===== config.mk =====
export PLATFORM = sky130hd
export DESIGN_NAME = smp_ingest
export DESIGN_NICKNAME = d
export VERILOG_FILES = /design/src/rtl/smp_ingest_pkg.sv /design/src/rtl/smp_fmt_conv.sv /design/src/rtl/smp_cadence_ctl.sv /design/src/rtl/smp_ingest.sv
export SDC_FILE = /design/constraint.sdc
export NUM_CORES = 1
export LEC_CHECK = 0
export BUFFER_PORTS_ARGS = -buffer_cell sky130_fd_sc_hd__buf_2
export CORE_AREA = 2 2 44 86
export DETAILED_ROUTE_END_ITERATION = 10
export DIE_AREA = 0 0 46 88
export SLEW_MARGIN = 15
export SYNTH_ARGS = -nofsm -noshare
export SYNTH_HDL_FRONTEND = slang
export SYNTH_SLANG_ARGS = --single-unit

===== constraint.sdc =====
create_clock -name clk -period 2.41 [get_ports clk]
set_clock_uncertainty 0.1 [all_clocks]
set_input_delay 0.482 -clock clk [delete_from_list [all_inputs] [get_ports clk]]
set_output_delay 0.482 -clock clk [all_outputs]
set_load 0.02 [all_outputs]

===== src/rtl/smp_ingest_pkg.sv =====
package smp_ingest_pkg;
  typedef enum logic {FMT_FIXED = 1'b0, FMT_FLOAT = 1'b1} fmt_e;
  typedef enum logic {CAP_GATED = 1'b0, CAP_INTERP = 1'b1} cap_e;
endpackage


===== src/rtl/smp_fmt_conv.sv =====
module smp_fmt_conv
  import smp_ingest_pkg::*;
#(
  parameter int BUS_W = 17,
  parameter int EXP_W = 3,
  parameter int OUT_W = 24
) (
  input  logic [BUS_W-1:0] raw_i,
  input  fmt_e             fmt_i,
  output logic [OUT_W-1:0] conv_o
);
  localparam int FIX_W  = BUS_W - 1;
  localparam int MANT_W = BUS_W - EXP_W;
  localparam int EXT_W  = OUT_W - MANT_W;

  logic [FIX_W-1:0]  fix_field;
  logic [MANT_W-1:0] mant_field;
  logic [EXP_W-1:0]  exp_field;
  logic [OUT_W-1:0]  fix_val;
  logic [OUT_W-1:0]  stage [EXP_W+1];

  assign fix_field  = raw_i[BUS_W-1:1];
  assign mant_field = raw_i[BUS_W-1:EXP_W];
  assign exp_field  = raw_i[EXP_W-1:0];

  // fixed word left-justified, padding only when the result is wider
  generate
    if (OUT_W > FIX_W) begin : g_pad
      assign fix_val = {fix_field, {(OUT_W-FIX_W){1'b0}}};
    end else begin : g_nopad
      assign fix_val = fix_field[FIX_W-1 -: OUT_W];
    end
  endgenerate

  // logarithmic shifter, one stage per exponent bit
  assign stage[0] = {{EXT_W{mant_field[MANT_W-1]}}, mant_field};
  generate
    for (genvar s = 0; s < EXP_W; s++) begin : g_shift
      assign stage[s+1] = exp_field[s] ? (stage[s] << (1 << s)) : stage[s];
    end
  endgenerate

  assign conv_o = (fmt_i == FMT_FLOAT) ? stage[EXP_W] : fix_val;
endmodule


===== src/rtl/smp_cadence_ctl.sv =====
module smp_cadence_ctl
  import smp_ingest_pkg::*;
(
  input  logic clk,
  input  logic rst_n,
  input  logic take_i,
  input  cap_e mode_i,
  input  logic sync_hit_i,
  output logic emit_data_o,
  output logic emit_zero_o
);
  logic primed_q;

  always_ff @(posedge clk) begin
    if (!rst_n)          primed_q <= 1'b0;
    else if (sync_hit_i) primed_q <= 1'b0;
    else if (take_i)     primed_q <= 1'b1;
  end

  assign emit_data_o = take_i && !sync_hit_i;
  assign emit_zero_o = (mode_i == CAP_INTERP) && primed_q && !take_i && !sync_hit_i;


  primed_clear_chk: assert property (@(posedge clk) disable iff (!rst_n)
    sync_hit_i |=> !primed_q);
endmodule


===== src/rtl/smp_ingest.sv =====
module smp_ingest
  import smp_ingest_pkg::*;
#(
  parameter int BUS_W = 17,
  parameter int EXP_W = 3,
  parameter int OUT_W = 24
) (
  input  logic             clk,
  input  logic             rst_n,
  input  logic [BUS_W-1:0] in_bus,
  input  logic             en_n,
  input  logic             sync_in,
  input  logic             cfg_float,
  input  logic             cfg_interp,
  input  logic             cfg_sync_en,
  output logic [OUT_W-1:0] out_sample,
  output logic             out_valid
);
  localparam int FIX_W = BUS_W - 1;

  logic             take;
  logic             sync_hit;
  logic             emit_data;
  logic             emit_zero;
  logic [OUT_W-1:0] conv;
  fmt_e             fmt;
  cap_e             mode;

  assign take     = !en_n;
  assign sync_hit = cfg_sync_en && sync_in;
  assign fmt      = cfg_float ? FMT_FLOAT : FMT_FIXED;
  assign mode     = cfg_interp ? CAP_INTERP : CAP_GATED;

  smp_fmt_conv #(.BUS_W(BUS_W), .EXP_W(EXP_W), .OUT_W(OUT_W)) i_conv (
    .raw_i  (in_bus),
    .fmt_i  (fmt),
    .conv_o (conv)
  );

  smp_cadence_ctl i_cadence (
    .clk         (clk),
    .rst_n       (rst_n),
    .take_i      (take),
    .mode_i      (mode),
    .sync_hit_i  (sync_hit),
    .emit_data_o (emit_data),
    .emit_zero_o (emit_zero)
  );

  always_ff @(posedge clk) begin
    if (!rst_n) begin
      out_valid  <= 1'b0;
      out_sample <= '0;
    end else if (emit_data) begin
      out_valid  <= 1'b1;
      out_sample <= conv;
    end else if (emit_zero) begin
      out_valid  <= 1'b1;
      out_sample <= '0;
    end else begin
      out_valid  <= 1'b0;
      out_sample <= '0;
    end
  end


  capture_lat_chk: assert property (@(posedge clk) disable iff (!rst_n)
    (!en_n && !(cfg_sync_en && sync_in)) |=> out_valid);


  gated_idle_chk: assert property (@(posedge clk) disable iff (!rst_n)
    (en_n && !cfg_interp) |=> !out_valid);


  sync_drop_chk: assert property (@(posedge clk) disable iff (!rst_n)
    (cfg_sync_en && sync_in) |=> !out_valid);


  idle_zero_chk: assert property (@(posedge clk) disable iff (!rst_n)
    !out_valid |-> (out_sample == '0));


  fixed_map_chk: assert property (@(posedge clk) disable iff (!rst_n)
    (!en_n && !cfg_float && !(cfg_sync_en && sync_in))
      |=> (out_sample[OUT_W-1 -: FIX_W] == $past(in_bus[BUS_W-1:1])));


  float_sign_chk: assert property (@(posedge clk) disable iff (!rst_n)
    (!en_n && cfg_float && !(cfg_sync_en && sync_in) && (in_bus[BUS_W-1:EXP_W] != '0))
      |=> (out_sample[OUT_W-1] == $past(in_bus[BUS_W-1])));


  interp_fill_chk: assert property (@(posedge clk) disable iff (!rst_n)
    (cfg_interp && !en_n && !(cfg_sync_en && sync_in)) ##1
    (cfg_interp && en_n && !(cfg_sync_en && sync_in))
      |=> (out_valid && out_sample == '0));
endmodule


==> results of run 1 <==
layout make-up:
type,instances,area share [%]
inverters,3,0.721
well taps,32,2.56
flip-flops and latches,26,33.3
multi-input cells,98,44.0
clock buffers,4,3.52
repair buffers,49,15.9
cells by family after synthesis:
logic type	Yosys count	share of synthesized area, %
compound gates	28	13.6
buf+inv	13	6.67
flops	26	40.2
mux	20	20.5
simple gates	50	19.0
registers in the layout, summed over array words and instances, names as in the netlist:
| name | count |
|---|---|
| out_sample | 24 |
| i_cadence.primed_q | 1 |
| out_valid | 1 |
placed cells by master, fill, tap and decap left out, drive strengths merged, types with 4 or more instances in the layout:
cell and n:
a21oi 12, buf 49, clkbuf 4, dfxtp 26, mux2i 13, mux4 4, nand2 12, nand2b 5
nor2 17, nor3 8, o22ai 6
power by group through the flow:
stage / sequential, mW / clock, mW / combinational [mW]
3_5_place_dp: 0.461 / 0 / 0.188
5_1_grt: 0.452 / 0.303 / 0.207
6_report: 0.451 / 0.282 / 0.189
3_3_place_gp: 0.461 / 0 / 0.187
4_1_cts: 0.451 / 0.286 / 0.190
2_1_floorplan: 0.481 / 0 / 0.113
layer usage:
| metal | part of all wire [%] | up-vias | GRT usage, % | routed length (um) |
|---|---|---|---|---|
| met1 | 37 | 547 | 17.9 | 1170 |
| li1 | - | 578 | - | - |
| met2 | 56 | 45 | 30.2 | 1770 |
| met3 | 4.3 | 8 | 2.06 | 135 |
| met4 | 2.9 | 0 | 9.09 | 93 |
| met5 | 0 | - | 0 | 0 |
worst max path at each step:
stage | slack, ns | from | depth (start not counted) | endpoint
3_3_place_gp | 0.51 | in_bus[0] | 4 | out_sample[11]$_SDFF_PN0_
6_report | 0.76 | in_bus[0] | 4 | out_sample[13]$_SDFF_PN0_
4_1_cts | 0.77 | in_bus[0] | 4 | out_sample[13]$_SDFF_PN0_
5_1_grt | 0.71 | in_bus[0] | 4 | out_sample[11]$_SDFF_PN0_
2_1_floorplan | 0.81 | in_bus[0] | 4 | out_sample[11]$_SDFF_PN0_
3_5_place_dp | 0.49 | in_bus[0] | 4 | out_sample[13]$_SDFF_PN0_
synth_stat cells, types with 2 or more instances:
| cell type | instances | area [um^2] |
|---|---|---|
| mux4_2 | 2 | 45.0 |
| nand2_1 | 12 | 45.0 |
| a21oi_1 | 12 | 60.1 |
| o22ai_1 | 6 | 37.5 |
| buf_2 | 2 | 10.0 |
| nor2_1 | 17 | 63.8 |
| mux2i_1 | 13 | 130 |
| clkbuf_1 | 3 | 11.3 |
| mux4_1 | 2 | 52.6 |
| o21ai_0 | 2 | 10.0 |
| dfxtp_1 | 26 | 521 |
| inv_1 | 3 | 11.3 |
| mux2_2 | 2 | 22.5 |
| buf_4 | 3 | 22.5 |
| nand3b_1 | 2 | 15.0 |
| nor4b_1 | 2 | 17.5 |
| o22a_1 | 2 | 17.5 |
| nor3_1 | 8 | 40.0 |
| nand2b_1 | 5 | 31.3 |
through the flow:
stage / cells / power [mW] / setup WS [ns]
after floorplan: 137 / 0.595 / 0.811
after global placement: 208 / 0.648 / 0.510
after detailed placement: 208 / 0.649 / 0.494
after CTS: 212 / 0.926 / 0.775
after global routing: 212 / 0.963 / 0.715
final: 212 / 0.922 / 0.764
==> impl_results.md, run 1 <==
* Status: complete, no violations
* Root Driver: clkbuf_8
* Reg2reg path depth at 2
* Final Cycle Share at about 68%
* Rel. slew slack at between 60 and 70%
* Min cycle time layout at approximately 1.6 ns
* NumNets Final at ~210
* Final Setup Violations at 0
* Fin Hold WS at 0.322 ns
* Total number of vias at between 1k and 1.5k
* Total CTS buffers at 3
* Hold Violations, Final at 0
* DP Wirelength at roughly 2500 um
* Skew-Pair Late Insertion Delay at ~0.27 ns
* Worst Path Buf+Inv at 1
* Die W at 46 um
* CP Launch Type: primary input
* Register bit count reported by yosys at 26
* Largest net degree at the start of global routing at 24
* Clock tree from TritonCTS: done
* Worst Setup Path Type: primary input to flip-flop
* Fin Setup TNS at 0 ns
* Multi-input gate area at between 600 and 700 um^2
* Max rail drop VDD at roughly 0.44 mV
* Die Ht at ~88 um
* Clock sinks at 26
* RSZ-0062 raised after global routing: false
* Switching share of total power at 27.2%
* WP data required at 2.45 ns
* Critical path fanouts, max at 15
* Post-synthesis cell count at 137
* Register area at ~520 um^2
* TritonRoute pass-1 iters at 4
* DRC viols at 0
* Cell Chain, Critical Path: buf_2 -> mux4_1 -> o22ai_1 -> nor3_1
* Cell Pwr Density at between 500 and 600 nW/um^2
* Max stage delay on crit path at roughly 0.63 ns
* Slew Limit Fails at 0
* Placed Area at around 1500 um^2
* Number of gates resized after cts at 0
* Clock Power Share at between 30% and 40%
* Combinational Power Share at 20.5%
* Area grow syn2layout at 20.7%
* Worst Tran Pin Value at 0.488 ns
* Clock Path Buffers at 2
* Yosys warnings at 0
* Layout cells sized above 1 at between 30% and 40%
* Full die area at around 4000 um^2
* Buffers on Ports at between 40 and 50
* Syn_nets at between 150 and 200
* GRT overflow at 0
* Clock slew at reported path FFs at 0.09 ns
* Vias in the first global route at about 1.1k
* Netlist cell types at 32
* Syn avg cell area at roughly 9.5 um^2
* Static Leak at approximately 0.76 nW
* Psw at about 250 uW
* Fillcell total at between 300 and 400
* R2r setup slk at between 1.5 and 2 ns
* Maxcap violations at 0
* Most used DFF post-synth: dfxtp_1
* Drt wl/cell at 14.9 um
* Async S/R FF share, synth at 0%
* N_diodes at 0
* Hold bufs inserted after CTS at 0
* Final core occ at 46.3%
* GRT Util Overall at approximately 17%
* Hold Crit Depth at 2
* Antenna viol nets, final at 0
* Worst setup EP type: flip-flop
* Cell Area, Synth at approximately 1300 um^2
* Core Rows at 30
* Sequential share of power at 48.9%
* Initial Utilization at about two fifths
* Post-CTS setup buffer count at 0
* Reg2reg end: out_valid$_SDFF_PN0_
* Final WL at between 3000 and 4000 um
* Routability cong. at 0.841
* Post-route design area at 1560 um^2
* P_int at approximately 670 uW
* DR iter-0 viols at 44
* Number of enable flip-flop cells after synthesis at 0
* Slowest cell on crit path: mux4_1
* RR Startpoint: i_cadence.primed_q$_SDFFE_PP0N_
* Hold crit path type: primary input to flip-flop
* Sequential area share after synthesis at between 40% and 50%
* Worst hold start: en_n
* CP top delay family: multiplexers
* Min-Delay Endpoint: out_valid$_SDFF_PN0_
* Max H-tree Level at 1
* DR vias/cell at 5.56
* Antenna violations before repair at 0
* Crit path arrival time at between 1.5 and 2 ns
* Fmax at roughly 0.61 GHz
* First-pass GRT wire length at ~5000 um
* Core ar. at 3380 um^2
* I/O pin count at 49
(Power assumes the default switching activity.)
==> inputs of run 2 (changes only) <==
- clock period: 2.41 -> 1.7 ns (I/O delays scaled with it)
==> impl_results.md, run 2 (synthesized netlist as in run 1, its figures left out) <==
* Status: complete, no violations
* Final Setup Violations at 0
* Number of gates resized after cts at 0
* Total number of vias at between 1k and 1.5k
* First-pass GRT wire length at 5200 um
* Commonest non-fill, non-tap cells in the layout: buf_2 (48), dfxtp_1 (26), nor2_1 (17)
* Worst Setup Path Type: primary input to flip-flop
* Vias in the first global route at 1187
* Final core occ at about 48%
* Slew Limit Fails at 0
* Max rail drop VDD at ~0.4 mV
* GRT busiest layer: met2
* Hold crit path type: primary input to flip-flop
* WP data required at between 1.5 and 2 ns
* Reg2reg path depth at 2
* DR iter-0 viols at 23
* Fin Setup TNS at 0 ns
* Hold bufs inserted after CTS at 0
* Worst Tran Pin Value at 0.451 ns
* Drt wl/cell at 14.6 um
* Clock sinks at 26
* Worst setup EP type: flip-flop
* Total CTS buffers at 3
* Maxcap violations at 0
* Fmax at 0.720 GHz
* Largest net degree at the start of global routing at 24
* Hold Violations, Final at 0
* Slowest cell on crit path: mux2_2
* Critical path fanouts, max at 10
* NumNets Final at 211
* Core ar. at ~3400 um^2
* TritonRoute pass-1 iters at 4
* Buffers on Ports at 48
* Die W at 46 um
* Antenna viol nets, final at 0
* GRT overflow at 0
* Area grow syn2layout at 24.1%
* Rel. slew slack at a little over two thirds
* Crit path arrival time at approximately 1.5 ns
* Clock Path Buffers at 2
* Max stage delay on crit path at around 0.35 ns
* Hold Crit Depth at 2
* N_diodes at 0
* Full die area at approximately 4000 um^2
* Clock tree from TritonCTS: done
* Final Cycle Share at 81.7%
* Core Rows at 30
* Worst hold start: en_n
* Die Ht at around 90 um
* Reg2reg end: out_valid$_SDFF_PN0_
* Root Driver: clkbuf_8
* Min-Delay Endpoint: out_valid$_SDFF_PN0_
* Max H-tree Level at 1
* Min cycle time layout at 1.39 ns
* Cell Pwr Density at 783 nW/um^2
* Cell Chain, Critical Path: buf_2 -> buf_12 -> mux2_2 -> mux2i_1 -> o22a_1 -> nor2_1
* Largest registers: out_sample (24), i_cadence.primed_q (1), out_valid (1)
* R2r setup slk at approximately 1.0 ns
* Clock slew at reported path FFs at about 0.080 ns
* Largest register FFs at 24
* DP Wirelength at around 2600 um
* DRC viols at 0
* DR vias/cell at around 5.5
* Final WL at ~3200 um
* RSZ-0062 raised after global routing: false
* Initial Utilization at 38.3%
* CP Launch Type: primary input
* Fin Hold WS at 0.186 ns
* GRT Util Overall at 17.2%
* Static Leak at between 0.7 and 0.8 nW
* Skew-Pair Late Insertion Delay at 0.27 ns
* I/O pin count at 49
* Antenna violations before repair at 0
* Multi-input gate area at 688 um^2
* RR Startpoint: i_cadence.primed_q$_SDFFE_PP0N_
* Worst Slack Setup Final at just over 0.3 ns
* Grt met1 use at 18.2%
* Grt met3 use at between 2 and 2.5%
* Largest Register: out_sample
* Fillcell total at ~350
* Pre-CTS setup slack at roughly 0.014 ns
* Layout cells sized above 1 at 35.1%
* Register area at around 520 um^2
* Routability cong. at roughly 0.86
* Met2 Use GR at approximately 31%
* Most common cell after layout, fill and taps aside: buf_2
* Post-CTS setup buffer count at 0
==> run 2: changes by cell type in the layout (fill, tap and decap cells not counted) <==
| cell | previous run | this run |
|---|---|---|
| buf_12 | 0 | 1 |
| buf_4 | 1 | 6 |
| clkbuf_8 | 4 | 3 |
==> run 2: how the worst max path moves through the flow <==
| stage | startpoint | slack, ns | endpoint |
|---|---|---|---|
| 2_1_floorplan | in_bus[0] | 0.24 | out_sample[11]$_SDFF_PN0_ |
| 3_3_place_gp | in_bus[0] | 0.08 | out_sample[10]$_SDFF_PN0_ |
| 3_5_place_dp | in_bus[0] | 0.01 | out_sample[5]$_SDFF_PN0_ |
| 4_1_cts | in_bus[0] | 0.31 | out_sample[5]$_SDFF_PN0_ |
| 5_1_grt | in_bus[0] | 0.23 | out_sample[8]$_SDFF_PN0_ |
| 6_report | in_bus[0] | 0.31 | out_sample[5]$_SDFF_PN0_ |
==> run 2: critical path, delay by kind of cell <==
family,cells,cell delay [ns]
multiplexers,2,0.55
AO/OA/AOI/OAI,1,0.17
buffers and inverters,2,0.35
AND/OR/NAND/NOR,1,0.04
==> run 2: metal layers <==
layer / routed length [um] / share of wire [%] / up-vias
met3: 131 / 4.1 / 10
met5: 0 / 0 / -
met1: 1190 / 37 / 554
met4: 105 / 3.3 / 0
met2: 1740 / 55 / 41
li1: - / - / 589
==> run 2: through the flow <==
step	power [mW]	cell area [um^2]	cells
final	1.26	1610	217
after global routing	1.33	1610	217
after CTS	1.28	1610	217
after detailed placement	0.937	1570	214
after global placement	0.934	1570	214
after floorplan	0.843	1290	137
==> run 2: area by class of cell <==
type | instances | area share, %
clock buffers | 3 | 2.57
repair buffers | 55 | 19.0
inverters | 3 | 0.701
multi-input cells | 98 | 42.8
flip-flops and latches | 26 | 32.4
well taps | 32 | 2.49
==> run 2: power by group <==
group          switching (mW)  internal (mW)
clock network           0.177          0.159
registers             0.00617          0.632
logic                   0.160          0.124
==> inputs of run 3 (changes only) <==
- PLACE_DENSITY: not set -> 0.67
- clock period: 1.7 -> 1.15 ns (I/O delays scaled with it)
==> impl_results.md, run 3 (synthesized netlist as in run 1, its figures left out) <==
* Status: complete, no violations
* DRC viols at 0
* Hold Crit Depth at 3
* Post-CTS setup buffer count at 0
* Routability cong. at 0.970
* Worst hold start: cfg_interp
* Largest registers: out_sample (24), i_cadence.primed_q (1), out_valid (1)
* Register area at approximately 520 um^2
* Reg2reg path depth at 2
* Final core occ at about 55%
* WP data required at between 1 and 1.5 ns
* Slowest cell on crit path: mux4_2
* Crit path arrival time at ~1.2 ns
* DR iter-0 viols at 37
* Worst Slack Setup Final at between 0.01 and 0.015 ns
* Most common cell after layout, fill and taps aside: buf_2
* Pre-CTS setup slack at -0.484 ns
* Antenna viol nets, final at 0
* Max rail drop VDD at ~0.68 mV
* Full die area at 4050 um^2
* Initial Utilization at between 30% and 40%
* Core ar. at 3380 um^2
* Total CTS buffers at 3
* Min cycle time layout at ~1.1 ns
* Clock sinks at 26
* Critical path fanouts, max at 4
* Final Cycle Share at 98.8%
* Slew Limit Fails at 0
* Rel. slew slack at around four fifths
* Buffers on Ports at 48
* Largest net degree at the start of global routing at 16
* Drt wl/cell at about 16 um
* Die W at around 46 um
* Min-Delay Endpoint: out_valid$_SDFF_PN0_
* Fillcell total at a little over 300
* Hold crit path type: primary input to flip-flop
* NumNets Final at roughly 230
* GRT Util Overall at about 19%
* Vias in the first global route at ~1.4k
* TritonRoute pass-1 iters at 4
* Fmax at a little under 0.9 GHz
* P_int at approximately 1.5 mW
* N_diodes at 0
* CP Launch Type: primary input
* Combinational Power Share at 26.1%
* Root Driver: clkbuf_8
* Hold Violations, Final at 0
* Max H-tree Level at 1
* Core Rows at 30
* Area grow syn2layout at 43.8%
* Worst Setup Path Type: primary input to flip-flop
* Maxcap violations at 0
* Commonest non-fill, non-tap cells in the layout: buf_2 (47), dfxtp_1 (26), buf_4 (24)
* Layout cells sized above 1 at roughly half
* Sequential share of power at a little under half
* Cell Pwr Density at roughly 1100 nW/um^2
* Multi-input gate area at 762 um^2
* Clock tree from TritonCTS: done
* Total number of vias at roughly 1.3k
* DP Wirelength at roughly 3000 um
* Pwr Total at around 2.1 mW
* Psw at between 500 and 600 uW
* RR Startpoint: i_cadence.primed_q$_SDFFE_PP0N_
* Die Ht at 88 um
* Clock slew at reported path FFs at ~0.090 ns
* Clock Path Buffers at 2
* Skew-Pair Late Insertion Delay at ~0.27 ns
* Largest Register: out_sample
* Switching share of total power at between 20% and 30%
* Static Leak at 0.892 nW
* Fin cells at around 240
* Antenna violations before repair at 0
* Cell Chain, Critical Path: buf_2 -> mux4_2 -> a21oi_1 -> a311oi_1
* Final WL at ~3800 um
* R2r setup slk at around 0.46 ns
* Hold bufs inserted after CTS at 0
* First-pass GRT wire length at slightly below 6000 um
* GRT overflow at 0
* Final Setup Violations at 0
* I/O pin count at a little under 50
* Clock Power Share at 28.7%
* Fin Setup TNS at 0 ns
* Max stage delay on crit path at ~0.54 ns
* Largest register FFs at 24
* Reg2reg end: out_valid$_SDFF_PN0_
* Worst setup EP type: flip-flop
* DP Cell Count at around 230
* DR vias/cell at around 5.6
* Worst Tran Pin Value at 0.270 ns
[run 3: timing repair]
item | CTS | global route
pin swaps | 2 | 2
setup endpoints to repair | 13 | 5
hold endpoints to repair | 0 | 0
gates cloned | 0 | 0
resized for setup | 8 | 9
[run 3: metal layers]
metal	GRT usage (%)	vias up	part of all wire (%)
li1	-	628	-
met1	18.5	630	35
met2	36.5	51	57
met3	1.65	16	3.9
met4	12.2	0	3.9
met5	0	-	0
[run 3: power by group through the flow]
stage          Sequential, mW  Combinational [mW]  Clock [mW]
5_1_grt                 0.947               0.580       0.631
2_1_floorplan            1.01               0.254           0
3_5_place_dp            0.965               0.494           0
6_report                0.944               0.545       0.599
3_3_place_gp            0.964               0.483           0
4_1_cts                 0.944               0.516       0.601
[run 3: worst max-delay path, delay by kind of cell]
family                 cells  cell delay [ns]
muxes                      1             0.54
AOI/OAI and AO/OA          2             0.29
buffers and inverters      1             0.14
[run 3: layout make-up]
| class | instances | share of cell area [%] |
|---|---|---|
| multi-input combinational | 98 | 40.9 |
| sequential | 26 | 28.0 |
| timing repair buffer | 75 | 25.4 |
| clock buffer | 4 | 2.96 |
| tap | 32 | 2.15 |
| inverter | 3 | 0.605 |
[run 3: through the flow]
step	hold WS (ns)	instance area [um^2]
finish	0.0982	1860
global route	0.105	1860
CTS	0.100	1830
detailed placement	0.351	1730
global placement	0.329	1730
floorplan	0.219	1330
[run 3: how the worst max path moves through the flow]
stage	slack, ns	end	depth (start not counted)	start
finish	0.01	out_sample[9]$_SDFF_PN0_	4	in_bus[1]
global route	-0.02	out_sample[12]$_SDFF_PN0_	6	in_bus[0]
CTS	0.03	out_sample[9]$_SDFF_PN0_	4	in_bus[1]
detailed placement	-0.48	out_sample[10]$_SDFF_PN0_	6	in_bus[0]
global placement	-0.41	out_sample[10]$_SDFF_PN0_	6	in_bus[0]
floorplan	-0.14	out_sample[15]$_SDFF_PN0_	5	in_bus[0]
